<file path="src/rtl/rcpu_pkg.sv">
package rcpu_pkg;

    localparam int OPC_W = 6;

    localparam logic [OPC_W-1:0] OPC_NOP  = 6'b000000;
    localparam logic [OPC_W-1:0] OPC_MOV  = 6'b010001;
    localparam logic [OPC_W-1:0] OPC_ADD  = 6'b010010;
    localparam logic [OPC_W-1:0] OPC_SUB  = 6'b010011;
    localparam logic [OPC_W-1:0] OPC_ADDI = 6'b001000;
    localparam logic [OPC_W-1:0] OPC_SUBI = 6'b001001;
    localparam logic [OPC_W-1:0] OPC_ANDI = 6'b001100;
    localparam logic [OPC_W-1:0] OPC_BEQ  = 6'b000100;
    localparam logic [OPC_W-1:0] OPC_BNE  = 6'b000101;
    localparam logic [OPC_W-1:0] OPC_JMP  = 6'b000010;
    localparam logic [OPC_W-1:0] OPC_LW   = 6'b100011;
    localparam logic [OPC_W-1:0] OPC_SW   = 6'b101011;
    localparam logic [OPC_W-1:0] OPC_HALT = 6'b111111;

    // sequencer states
    typedef enum logic [2:0] {
        ST_RESET,
        ST_FETCH0,
        ST_FETCH1,
        ST_EXEC,
        ST_HALT
    } cpu_state_t;

    // decoded operation class
    typedef enum logic [3:0] {
        K_NOP,
        K_MOV,
        K_ADD,
        K_SUB,
        K_ADDI,
        K_SUBI,
        K_ANDI,
        K_BEQ,
        K_BNE,
        K_JMP,
        K_LW,
        K_SW,
        K_HALT
    } op_kind_t;

endpackage

</file>
<file path="src/rtl/rcpu_decode.sv">
module rcpu_decode
    import rcpu_pkg::*;
#(
    parameter int XLEN = 32,
    parameter int RIDX = 3
) (
    input  logic [31:0]     instr,
    output op_kind_t        kind,
    output logic [RIDX-1:0] ra_idx,
    output logic [RIDX-1:0] rb_idx,
    output logic [RIDX-1:0] rd_idx,
    output logic [XLEN-1:0] imm_zx,
    output logic [XLEN-1:0] jmp_tgt
);

    // register fields: only the low RIDX bits select a register
    assign ra_idx  = instr[21 +: RIDX];
    assign rb_idx  = instr[16 +: RIDX];
    assign rd_idx  = instr[11 +: RIDX];
    assign imm_zx  = XLEN'(instr[15:0]);
    assign jmp_tgt = XLEN'(instr[25:0]);

    always_comb begin
        case (instr[31:26])
            OPC_MOV:  kind = K_MOV;
            OPC_ADD:  kind = K_ADD;
            OPC_SUB:  kind = K_SUB;
            OPC_ADDI: kind = K_ADDI;
            OPC_SUBI: kind = K_SUBI;
            OPC_ANDI: kind = K_ANDI;
            OPC_BEQ:  kind = K_BEQ;
            OPC_BNE:  kind = K_BNE;
            OPC_JMP:  kind = K_JMP;
            OPC_LW:   kind = K_LW;
            OPC_SW:   kind = K_SW;
            OPC_HALT: kind = K_HALT;
            default:  kind = K_NOP;   // NOP and every undefined code
        endcase
    end

endmodule

</file>
<file path="src/rtl/rcpu_regfile.sv">
module rcpu_regfile #(
    parameter int XLEN = 32,
    parameter int NREG = 8,
    localparam int RIDX = $clog2(NREG)
) (
    input  logic            clk,
    input  logic            rst_n,
    input  logic            clr,
    input  logic            we,
    input  logic [RIDX-1:0] waddr,
    input  logic [XLEN-1:0] wdata,
    input  logic [RIDX-1:0] raddr_a,
    input  logic [RIDX-1:0] raddr_b,
    output logic [XLEN-1:0] rdata_a,
    output logic [XLEN-1:0] rdata_b
);

    // entry 0 is not stored: it reads as zero and drops writes
    logic [XLEN-1:0] regs [1:NREG-1];

    for (genvar g = 1; g < NREG; g++) begin : g_reg
        always_ff @(posedge clk or negedge rst_n) begin
            if (!rst_n) begin
                regs[g] <= '0;
            end else if (clr) begin
                regs[g] <= '0;
            end else if (we && waddr == RIDX'(g)) begin
                regs[g] <= wdata;
            end
        end
    end

    always_comb begin
        rdata_a = '0;
        rdata_b = '0;
        for (int i = 1; i < NREG; i++) begin
            if (raddr_a == RIDX'(i)) rdata_a = regs[i];
            if (raddr_b == RIDX'(i)) rdata_b = regs[i];
        end
    end

endmodule

</file>
<file path="src/rtl/rcpu_alu.sv">
module rcpu_alu
    import rcpu_pkg::*;
#(
    parameter int XLEN = 32
) (
    input  op_kind_t        kind,
    input  logic [XLEN-1:0] opa,
    input  logic [XLEN-1:0] opb,
    input  logic [XLEN-1:0] imm,
    output logic [XLEN-1:0] result,
    output logic            equal
);

    assign equal = (opa == opb);

    always_comb begin
        case (kind)
            K_MOV:   result = opa;
            K_ADD:   result = opa + opb;
            K_SUB:   result = opa - opb;
            K_ADDI:  result = opa + imm;
            K_SUBI:  result = opa - imm;
            K_ANDI:  result = opa & imm;
            default: result = '0;
        endcase
    end

endmodule

</file>
<file path="src/rtl/rcpu_core.sv">
module rcpu_core
    import rcpu_pkg::*;
#(
    parameter int XLEN = 32,
    parameter int NREG = 8
) (
    input  logic            clk,
    input  logic            rst_n,
    output logic [XLEN-1:0] bus_addr,
    output logic            bus_addr_oe,
    input  logic [XLEN-1:0] bus_din,
    output logic [XLEN-1:0] bus_dout,
    output logic            bus_dout_oe,
    output logic            rd_n,
    output logic            wr_n,
    output logic            halt_n
);

    localparam int RIDX = $clog2(NREG);

    cpu_state_t      state, state_nx;
    logic            phase, phase_nx;     // 0: first execute cycle, 1: bus completion
    logic [XLEN-1:0] pc, pc_nx;
    logic [31:0]     ir;

    op_kind_t        kind;
    logic [RIDX-1:0] ra_idx, rb_idx, rd_idx;
    logic [XLEN-1:0] imm_zx, jmp_tgt;
    logic [XLEN-1:0] ra_val, rb_val, alu_res, mem_addr;
    logic            eq;

    logic            rf_we, rf_clr;
    logic [RIDX-1:0] rf_waddr;
    logic [XLEN-1:0] rf_wdata;

    logic            exec_first, exec_second, is_mem;

    rcpu_decode #(.XLEN(XLEN), .RIDX(RIDX)) u_dec (
        .instr  (ir),
        .kind   (kind),
        .ra_idx (ra_idx),
        .rb_idx (rb_idx),
        .rd_idx (rd_idx),
        .imm_zx (imm_zx),
        .jmp_tgt(jmp_tgt)
    );

    rcpu_regfile #(.XLEN(XLEN), .NREG(NREG)) u_rf (
        .clk    (clk),
        .rst_n  (rst_n),
        .clr    (rf_clr),
        .we     (rf_we),
        .waddr  (rf_waddr),
        .wdata  (rf_wdata),
        .raddr_a(ra_idx),
        .raddr_b(rb_idx),
        .rdata_a(ra_val),
        .rdata_b(rb_val)
    );

    rcpu_alu #(.XLEN(XLEN)) u_alu (
        .kind  (kind),
        .opa   (ra_val),
        .opb   (rb_val),
        .imm   (imm_zx),
        .result(alu_res),
        .equal (eq)
    );

    assign mem_addr    = ra_val + imm_zx;
    assign exec_first  = (state == ST_EXEC) && !phase;
    assign exec_second = (state == ST_EXEC) && phase;
    assign is_mem      = (kind == K_LW) || (kind == K_SW);
    assign rf_clr      = (state == ST_RESET);

    // next-state logic
    always_comb begin
        state_nx = state;
        phase_nx = 1'b0;
        unique case (state)
            ST_RESET:  state_nx = ST_FETCH0;
            ST_FETCH0: state_nx = ST_FETCH1;
            ST_FETCH1: state_nx = ST_EXEC;
            ST_EXEC: begin
                if (phase) begin
                    state_nx = ST_FETCH0;
                end else if (is_mem) begin
                    state_nx = ST_EXEC;
                    phase_nx = 1'b1;
                end else if (kind == K_HALT) begin
                    state_nx = ST_HALT;
                end else begin
                    state_nx = ST_FETCH0;
                end
            end
            ST_HALT:   state_nx = ST_HALT;
        endcase
    end

    // next program counter
    always_comb begin
        pc_nx = pc + XLEN'(1);
        case (kind)
            K_JMP:   pc_nx = jmp_tgt;
            K_BEQ:   if (eq)  pc_nx = imm_zx;
            K_BNE:   if (!eq) pc_nx = imm_zx;
            default: ;
        endcase
    end

    // register write port
    always_comb begin
        rf_we    = 1'b0;
        rf_waddr = rb_idx;
        rf_wdata = alu_res;
        if (exec_first) begin
            case (kind)
                K_MOV, K_ADDI, K_SUBI, K_ANDI: rf_we = 1'b1;
                K_ADD, K_SUB: begin
                    rf_we    = 1'b1;
                    rf_waddr = rd_idx;
                end
                default: ;
            endcase
        end else if (exec_second && kind == K_LW) begin
            rf_we    = 1'b1;
            rf_wdata = bus_din;
        end
    end

    // state register
    always_ff @(posedge clk or negedge rst_n) begin
        if (!rst_n) begin
            state <= ST_RESET;
            phase <= 1'b0;
        end else begin
            state <= state_nx;
            phase <= phase_nx;
        end
    end

    // program counter and instruction register
    always_ff @(posedge clk or negedge rst_n) begin
        if (!rst_n) begin
            pc <= '0;
            ir <= '0;
        end else begin
            if (state == ST_RESET) pc <= '0;
            else if (exec_first)   pc <= pc_nx;
            if (state == ST_FETCH1) ir <= bus_din;
        end
    end

    // registered bus outputs
    always_ff @(posedge clk or negedge rst_n) begin
        if (!rst_n) begin
            bus_addr    <= '0;
            bus_addr_oe <= 1'b0;
            bus_dout    <= '0;
            bus_dout_oe <= 1'b0;
            rd_n        <= 1'b1;
            wr_n        <= 1'b1;
            halt_n      <= 1'b1;
        end else begin
            unique case (state)
                ST_RESET: begin
                    bus_addr_oe <= 1'b0;
                    bus_dout_oe <= 1'b0;
                    rd_n        <= 1'b1;
                    wr_n        <= 1'b1;
                    halt_n      <= 1'b1;
                end
                ST_FETCH0: begin
                    bus_addr    <= pc;
                    bus_addr_oe <= 1'b1;
                    bus_dout_oe <= 1'b0;
                    rd_n        <= 1'b0;
                end
                ST_FETCH1: begin
                    rd_n <= 1'b1;
                end
                ST_EXEC: begin
                    if (!phase) begin
                        case (kind)
                            K_SW: begin
                                bus_addr    <= mem_addr;
                                bus_addr_oe <= 1'b1;
                                bus_dout    <= rb_val;
                                bus_dout_oe <= 1'b1;
                                wr_n        <= 1'b0;
                            end
                            K_LW: begin
                                bus_addr    <= mem_addr;
                                bus_addr_oe <= 1'b1;
                                rd_n        <= 1'b0;
                            end
                            K_HALT: halt_n <= 1'b0;
                            default: ;
                        endcase
                    end else begin
                        bus_addr_oe <= 1'b0;
                        bus_dout_oe <= 1'b0;
                        rd_n        <= 1'b1;
                        wr_n        <= 1'b1;
                    end
                end
                ST_HALT: begin
                    halt_n <= 1'b0;
                end
            endcase
        end
    end

endmodule

</file>
<file path="config.mk">
export PLATFORM = sky130hd
export DESIGN_NAME = rcpu_core
export DESIGN_NICKNAME = d
export VERILOG_FILES = /design/src/rtl/rcpu_pkg.sv /design/src/rtl/rcpu_decode.sv /design/src/rtl/rcpu_regfile.sv /design/src/rtl/rcpu_alu.sv /design/src/rtl/rcpu_core.sv
export SDC_FILE = /design/constraint.sdc
export NUM_CORES = 1
export LEC_CHECK = 0
export BUFFER_PORTS_ARGS = -buffer_cell sky130_fd_sc_hd__buf_2
export CAP_MARGIN = 5
export CORE_MARGIN = 2
export CORE_UTILIZATION = 60
export CTS_CLUSTER_SIZE = 40
export DETAILED_ROUTE_END_ITERATION = 8
export PLACE_DENSITY = 0.79
export SETUP_SLACK_MARGIN = 0.3
export SLEW_MARGIN = 5
export SYNTH_ARGS = -nofsm -noshare
export SYNTH_HDL_FRONTEND = slang
export SYNTH_SLANG_ARGS = --single-unit
</file>
<file path="constraint.sdc">
create_clock -name clk -period 11.4 [get_ports clk]
set_clock_uncertainty 0.2 [all_clocks]
set_input_delay 1.71 -clock clk [delete_from_list [all_inputs] [get_ports clk]]
set_output_delay 1.71 -clock clk [all_outputs]
set_load 0.02 [all_outputs]
</file>
Word-level counts from Yosys, hierarchy flattened
Cells that the tools add are included.
Operators by class
  add/sub/neg operators: 5
  equal/unequal tests: 56
  multiplexer cells: 67
  bitwise logic cells: 2
  reductions and logical operators: 39
Operator list (number)
  32-bit two-way mux: 36
  32-bit case mux with 6 select lines: 1
  32-bit case mux with 3 select lines: 1
  32-bit case mux with 2 select lines: 1
  4-bit case mux with 12 select lines: 1
  3-bit equality test (second input constant): 13
  32-bit by 1-bit adder with 32-bit output (second input constant): 1
  32-bit by 16-bit adder with 32-bit output: 1
  32-bit adder: 1
  32-bit by 16-bit AND with 32-bit output: 1
  32-bit equality test: 1
  32-bit by 16-bit subtractor with 32-bit output: 1
  32-bit subtractor: 1
  3-bit by 2-bit equality test with 1-bit output (second input constant): 8
  2-bit nonzero test: 11
  4-bit equality test (second input constant): 5
  6-bit by 4-bit equality test with 1-bit output (second input constant): 3
  6-bit by 5-bit equality test with 1-bit output (second input constant): 3
  6-bit equality test (second input constant): 3
  4-bit by 3-bit equality test with 1-bit output (second input constant): 4
  1-bit two-way mux: 16
  3-bit two-way mux: 5
  3-bit case mux with 5 select lines: 1
  3-bit by 1-bit equality test with 1-bit output (second input constant): 4
  other kinds (20): 46
Word-level totals
  register bits: 361
  bits of input ports: 34
  output and inout bits: 69
  word-level logic and storage cells: 187

Depth between registers and ports, before layout
Gate-level depths: netlist (run 1).
  depth after elaboration: 14
  gate-level depth with buffers: 27
  depth with buffers taken out: 21

Modules after synthesis
Synthesis (run 1) repeated with hierarchy kept, for this count alone.
Second synthesis, totals
  cells, all modules: 3385
  area, all modules: 27532.7 um^2
By module, submodules not included
  rcpu_regfile: times used 1, cells each 1529, area an instance 12669.7 um^2, seq. area each 5605.4 um^2
  rcpu_core: times used 1, cells each 915, area an instance 8565.7 um^2, seq. area each 3432.0 um^2
  rcpu_alu: times used 1, cells each 841, area an instance 5557.8 um^2, seq. area each 0.0 um^2
  rcpu_decode: times used 1, cells each 100, area an instance 739.5 um^2, seq. area each 0.0 um^2

Worst setup path after synthesis (run 1)
No wires, ideal clock.
  path kind: register to register
  from: reg ir[22]
  to: reg u_rf.regs[180] in the netlist's numbering
  setup time: 0.147 ns
  arrival: 5.073 ns
  data required time: 11.053 ns
  setup slack: 5.979 ns
  stages on the path, launching flop included: 23
  buffers on the path: 7
  period minus slack after synthesis: 5.421 ns
  cell sequence: dfrtp_1 buf_4 buf_6 buf_6 buf_4 buf_2 buf_2 mux4_2 o21ai_0 inv_1 ha_1 fa_1 a21o_1 a21oi_1 o21a_1 o21ai_0 o21ba_2 clkbuf_1 nand3_1 xnor2_1 a221o_1 a21oi_1 a211oi_1
Between the ends
  longest elaborated chain between the ends: 14
  elaborated cells on any way between the ends: 24
  those cells by class: 4 x add/sub; 7 x eq/ne; 12 x mux; 1 x bitwise
Ends and longest elaborated chain
  from (decl): line rcpu_core.sv:24  | logic [31:0] ir;
  from (signal assigned): line rcpu_core.sv:150  | if (state == ST_FETCH1) ir <= bus_din;
  3-bit by 1-bit equality test with 1-bit output: line rcpu_regfile.sv:37  | if (raddr_a == RIDX'(i)) rdata_a = regs[i];
  32-bit two-way mux (6 in a row): line rcpu_regfile.sv:37
  32-bit two-way mux *: line rcpu_regfile.sv:37
  32-bit by 16-bit subtractor with 32-bit output (tied with other cells): line rcpu_alu.sv:22  | K_SUBI: result = opa - imm;
  32-bit case mux with 6 select lines *: line rcpu_alu.sv:17  | case (kind)
  32-bit two-way mux: line rcpu_core.sv:125  | end else if (exec_second && kind == K_LW) begin
  32-bit two-way mux *: line rcpu_core.sv:116  | if (exec_first) begin
  32-bit two-way mux *: line rcpu_regfile.sv:27  | end else if (we && waddr == RIDX'(g)) begin
  32-bit two-way mux *: line rcpu_regfile.sv:25  | end else if (clr) begin
  to (signal, indexed assignment): line rcpu_regfile.sv:28  | regs[g] <= wdata;
  to (decl): line rcpu_regfile.sv:19  | logic [XLEN-1:0] regs [1:NREG-1];
Mark *: on every way between the ends. The rest lies on a longest branch, timed or not. The select of a mux whose other input is x is not followed.
A chain may end at the register's enable or synchronous reset.

Final worst setup path (run 1)
  from: reg ir[18]
  to: reg u_rf.regs[155] in the netlist's numbering
Between the ends
  longest elaborated chain between the ends: 14
  elaborated cells on any way between the ends: 26
  those cells by class: 2 x add/sub; 8 x eq/ne; 14 x mux; 2 x reduce/logical
Ends and longest elaborated chain
  3-bit by 1-bit equality test with 1-bit output: line rcpu_regfile.sv:38  | if (raddr_b == RIDX'(i)) rdata_b = regs[i];
  32-bit two-way mux (7 in a row): line rcpu_regfile.sv:38
  32-bit subtractor or 32-bit adder (tied branches): line rcpu_alu.sv:20, rcpu_alu.sv:19
  32-bit case mux with 6 select lines: line rcpu_alu.sv:17
  32-bit two-way mux: line rcpu_core.sv:125
  32-bit two-way mux: line rcpu_core.sv:116
  32-bit two-way mux: line rcpu_regfile.sv:27
  32-bit two-way mux: line rcpu_regfile.sv:25
Several ways; a longest one is shown, not always the timed one. The select of a mux whose other input is x is not followed.

==> flow_summary.ini, run 1 <==
[floorplanning]
initial_core_util_pct = 60.7
pin_count = 103
die_area_um2 = 44000
rows = 75
core-area_um2 = 41900
fp.dieH_um = 210
dieWidth_um = 210

[yosys]
avgSynthCellArea_um2 = 8.53
synthArstFlopShare_pct = 100
synth_nets = 3099
syn-instance-count = 2980
seq_area_frac_synth_pct = 35.6
yosysUniqueCellTypes = 104
synth-main-ff-cell = dfrtp_1
synth-seq-cells = 361
synth-edff-count = 0
ys_warn_count = 0
syn_area_um2 = 25400

[cts]
cts_resized = 0
cts_tree = yes
clk_pin_slew_worst_paths_ns = 0.06
cts_buffers = 40
clock_sinks = 361
ctsLongestPathBuffers = 3
clk_latency_ns = 0.59
h-tree-depth = 2
clockRootBuffer = clkbuf_16
hold_buffers = 0
post_cts_buffers = 0

[global_route]
grt_remaining_overflow = 0
grt_max_degree = 102
antenna_found_initial = 1
first_global_vias = 23600
grt_first_pass_wirelength_um = 141000
grt.total_usage_pct = 41.4

[timing]
setup_viol = 0
rsz0062_at_grt = no
min_period_over_period_pct = 68.8
fin_setup_tns_ns = 0
finalHoldViolCount = 0
worst_slew_pin_slew_ns = 1.31
slew_violations = 0
relSlewSlack_pct = 12.8
fmax_ghz = 0.128
period_minus_slack_ns = 7.84

[setup_path]
cp_data_arrival_time_ns = 8.06
crit_chain = buf_4 -> inv_1 -> buf_4 -> o22ai_1 -> ha_1 -> nand3b_1 -> nor2_1 -> nand3_1 -> nor2b_1 -> xor2_1 -> nand2_1 -> ha_1 -> nand4_1 -> or2_2 -> o31a_1 -> nand2_1 -> o2111ai_1 -> a21oi_1 -> nor2b_1 -> a221oi_1 -> a21oi_1
crit_path_start_kind = register
path_buf_inv = 3
worstPathMaxFanout = 43
max_stage_delay_ns = 0.98
slowest_stage = a221oi_1
required_ns = 11.61
critPathKind = reg2reg
end_kind = register
crit_family = compound AO/OA/AOI/OAI gates

[detailed_routing]
drt_iter0_markers = 3598
viasPerCell = 7.07
drt-wirelength-per-cell_um = 26.0
dr_total_vias = 25000
ant_nets = 0
drc = 0
first_pass_iters = 9
routed_wl_um = 91900

[final_layout]
syn2layout_area_growth_pct = 7.98
stdcell_area_um2 = 27400
nNetsFinal = 3087
post-route-util_pct = 65.5
drive_gt1_share_pct = 12.8
antenna_cells = 0

[placement]
dpl_cell_area_um2 = 26100
numPortBuffers = 102
gp_congestion = 1.01
dp_hpwl_um = 65200

[pwr]
leakagePower_nw = 11.8
total_power_mw = 9.65
p_per_area_nw_per_um2 = 352
peakVddDrop_mv = 0.212

[worst_hold_path]
hold_path.class = reg2reg

[job]
cap_viol_max_count = 0

[run_status]
outcome = finished clean
[state kept, by name, summed over array words and instances, names as in the netlist]
signal,cells
bus_dout_oe,1
phase,1
wr_n,1
rd_n,1
bus_addr,32
bus_dout,32
pc,32
ir,32
u_rf.regs,224
state,3
bus_addr_oe,1
halt_n,1
[cell usage in the layout (no fill, tap or decap), types with 12 or more instances in the layout]
master and instances:
o21a_1 20, a21o_1 44, a211oi_1 77, nand4_1 21, a31oi_1 35, and2_1 21, a222oi_1 17, clkbuf_16 41
o21bai_1 13, a221oi_1 50, o22ai_1 34, a21oi_1 230, a21boi_0 12, and3_1 27, mux2_2 78, mux2i_1 48
o21ai_0 326, xor2_1 34, a221o_1 20, a22oi_1 20, buf_2 101, buf_4 53, inv_1 81, o211ai_1 16
nor2_1 291, dfrtp_1 352, and4_1 13, nor3_1 61, mux4_2 19, nand2_1 255, or3_1 18, nand3_1 109
o221ai_1 13, xnor2_1 67, nor2b_1 23, nand2b_1 29, ha_1 82
[report_power, final]
group          total [mW]  switching (mW)  internal, mW  leakage (nW)
Sequential           1.96           0.391          1.57          4.90
Combinational        6.36            4.11          2.25          6.29
Clock                1.32           0.563         0.759         0.639
[layer usage]
metal / wire (um) / track usage (%)
met5: 15 / 0
met4: 4340 / 17.7
met3: 11100 / 10.4
met2: 39400 / 61.8
met1: 37000 / 57.3
[layout make-up]
type,count,area [um^2]
multi-input cells,2326,15100
flip-flops and latches,361,9050
fillers,3491,14400
clock inverters,14,191
well taps,539,674
repair buffers,157,946
clock buffers,55,1120
inverters,82,308
[through the flow]
step / setup WS [ns] / cells / hold slack (ns)
4_1_cts: 3.83 / 3533 / 0.276
6_report: 3.56 / 3534 / 0.272
2_1_floorplan: 5.98 / 2980 / 0.246
3_3_place_gp: 4.21 / 3464 / 0.257
3_5_place_dp: 3.93 / 3464 / 0.262
5_1_grt: 3.24 / 3534 / 0.301
[path summary, 6_finish.rpt]
kind	from	cells past startpoint	slack, ns	end
setup / recovery	ir[18]	21	3.56	u_rf.regs[155]
hold / removal	bus_addr[30]	2	0.27	bus_addr[30]
setup reg to reg	ir[18]	21	3.56	u_rf.regs[155]
hold reg to reg	bus_addr[30]	2	0.27	bus_addr[30]
max in group asynchronous	rst_n	3	8.22	ir[23]
min in group asynchronous	rst_n	1	0.96	ir[0]
[kinds of logic (layout without fill, tap and decap cells)]
logic type,Yosys count,after routing,synth area share (%)
compound gates,1039,1039,26.4
xor+xnor,101,101,3.48
fa+ha+maj,85,85,4.27
buf+inv,293,308,5.03
flops,361,361,35.6
mux,156,156,7.59
simple gates,945,945,17.7
[worst min-delay path: cells and delay by family, from the launching register on]
kind             cells  cell delay [ns]
AO/OA/AOI/OAI        1             0.06
AND/OR/NAND/NOR      1             0.04
flip-flops           1             0.34
[synth_stat cells (16+ instances only)]
library cell	instances	area share, %
a211oi_1	77	2.3
a21o_1	44	1.3
a21oi_1	230	4.5
a221o_1	20	0.79
a221oi_1	50	1.7
a222oi_1	17	0.67
a22oi_1	20	0.59
a31oi_1	35	0.86
and2_1	22	0.54
and3_1	27	0.66
buf_2	44	0.87
clkbuf_1	133	2.0
dfrtp_1	358	35
ha_1	82	4.0
inv_1	81	1.2
mux2_2	78	3.5
mux2i_1	48	1.9
mux4_2	19	1.7
nand2_1	257	3.8
nand2b_1	29	0.71
nand3_1	109	2.1
nand4_1	21	0.52
nor2_1	295	4.4
nor2b_1	24	0.59
nor3_1	62	1.2
o211ai_1	16	0.47
o21a_1	20	0.59
o21ai_0	327	6.4
o22ai_1	34	0.84
or3_1	19	0.47
xnor2_1	67	2.3
xor2_1	34	1.2
(Power assumes the default switching activity.)
==> run 2, diff against run 1 <==
==> constraint.sdc (replaced) <==
create_clock -name clk -period 7.9 [get_ports clk]
set_clock_uncertainty 0.2 [all_clocks]
set_input_delay 1.185 -clock clk [delete_from_list [all_inputs] [get_ports clk]]
set_output_delay 1.185 -clock clk [all_outputs]
set_load 0.02 [all_outputs]
==> flow_summary.ini, run 2 (synthesis results as in run 1) <==
[final_layout]
syn2layout_area_growth_pct = 8.91
multi_input_area_um2 = 15100
post-route-util_pct = 66.1
final_common_cell = dfrtp_1
fillers = 3414
regMostFlops = u_rf.regs
seq_area_um2 = 9050
nNetsFinal = 3099
drive_gt1_share_pct = 13.5
largest_reg_flops = 224
layout_common_cells = 352 x dfrtp_1, 326 x o21ai_0, 291 x nor2_1
antenna_cells = 0
stdcell_area_um2 = 27700

[pwr]
p_per_area_nw_per_um2 = 509
total_power_mw = 14.1
leakagePower_nw = 12.0
peakVddDrop_mv = 0.315

[floorplanning]
core-area_um2 = 41900
fp.dieH_um = 210
pin_count = 103
die_area_um2 = 44000
dieWidth_um = 210
initial_core_util_pct = 60.7
rows = 75

[placement]
numPortBuffers = 102
dp_hpwl_um = 63400
dpl_cell_area_um2 = 26200
gp_congestion = 0.988

[setup_path]
crit_family = compound AO/OA/AOI/OAI gates
worstPathMaxFanout = 40
cp_data_arrival_time_ns = 7.08
end_kind = register
crit_path_start_kind = register
critPathKind = reg2reg
required_ns = 8.12
slowest_stage = nor2b_2
path_buf_inv = 2
max_stage_delay_ns = 0.84
crit_chain = nor2b_2 -> buf_4 -> a221o_1 -> o21ai_0 -> inv_1 -> ha_1 -> a211oi_1 -> o21ai_0 -> o311ai_0 -> a31oi_1 -> nor2b_1 -> nand3_1 -> xor2_1 -> o211ai_1 -> a21oi_1 -> a211oi_1

[timing]
fin_setup_tns_ns = 0
hold-worst-slack_ns = 0.272
min_period_over_period_pct = 86.8
finalHoldViolCount = 0
setup_viol = 0
rsz0062_at_grt = no
slew_violations = 0
relSlewSlack_pct = 14.4
fmax_ghz = 0.146
worst_slew_pin_slew_ns = 1.28
period_minus_slack_ns = 6.86

[cts]
clockRootBuffer = clkbuf_16
cts_tree = yes
h-tree-depth = 2
ctsLongestPathBuffers = 3
cts_resized = 0
hold_buffers = 0
clock_sinks = 361
clk_pin_slew_worst_paths_ns = 0.06
clk_latency_ns = 0.61
post_cts_buffers = 0
cts_buffers = 41

[global_route]
antenna_found_initial = 0
grt.total_usage_pct = 40.6
grt_remaining_overflow = 0
grt_first_pass_wirelength_um = 138000
grt_max_degree = 171
first_global_vias = 23700

[detailed_routing]
ant_nets = 0
drt-met1-wl_um = 36600
highest_layer = met4
viasPerCell = 7.03
drc = 0
wl_met2_um = 39300
drt-wirelength-per-cell_um = 25.4
dr_total_vias = 25000
met3_wirelength_um = 10100
routed_wl_um = 90100
first_pass_iters = 8
drt_iter0_markers = 3725

[worst_hold_path]
hold_path.class = reg2reg

[run_status]
outcome = finished clean

[job]
cap_viol_max_count = 0
## run 2: changes by cell type in the layout (fill, tap and decap cells not counted), sizes merged
cell	before	now
clkinvlp	1	3
inv	82	84
buf	156	168
clkbuf	56	54
bufinv	3	4
clkinv	10	13
## run 2: cell type report
class                           instances  share of cell area, %
Sequential cell                       361                   32.7
Timing Repair Buffer                  168                   3.76
Tap cell                              539                   2.44
Multi-Input combinational cell       2326                   54.7
Clock buffer                           54                   4.21
Inverter                               82                   1.11
Clock inverter                         22                   1.03
## run 2: metrics by stage
step | std cells | setup WS (ns)
floorplan | 2980 | 2.48
global placement | 3476 | 1.53
detailed placement | 3476 | 1.35
CTS | 3552 | 1.30
global route | 3552 | 0.901
finish | 3552 | 1.04
## run 2: path summary, 6_finish.rpt
kind | from | to | slack, ns | depth (start not counted)
max | ir[22] | u_rf.regs[53] | 1.04 | 16
min | bus_addr[24] | bus_addr[24] | 0.27 | 2
max reg2reg | ir[22] | u_rf.regs[53] | 1.04 | 16
min reg2reg | bus_addr[24] | bus_addr[24] | 0.27 | 2
max in group asynchronous | rst_n | ir[16] | 5.45 | 2
min in group asynchronous | rst_n | bus_addr[4] | 0.50 | 1
## run 2: routing by layer
metal	vias to the layer above	track usage (%)
met4	0	18.0
met3	312	8.56
met5	-	0
li1	11000	-
met2	1631	61.6
met1	12000	56.3
## run 2: worst reg2reg max path: stages, from the launching register on
cell	delay (ns)
dfrtp_4	0.72
nor2b_2	0.87
buf_4	0.40
a221o_1	0.19
o21ai_0	0.25
inv_1	0.31
ha_1	0.30
a211oi_1	0.22
o21ai_0	0.21
o311ai_0	0.75
a31oi_1	0.40
nor2b_1	0.29
nand3_1	0.11
xor2_1	0.36
o211ai_1	0.21
a21oi_1	0.73
a211oi_1	0.18
## run 2: power breakdown
| part | leakage [nW] | total (mW) | internal (mW) | switching [mW] |
|---|---|---|---|---|
| sequential | 4.90 | 2.87 | 2.27 | 0.606 |
| combinational | 6.35 | 9.16 | 3.28 | 5.88 |
| clock | 0.709 | 2.04 | 1.19 | 0.856 |
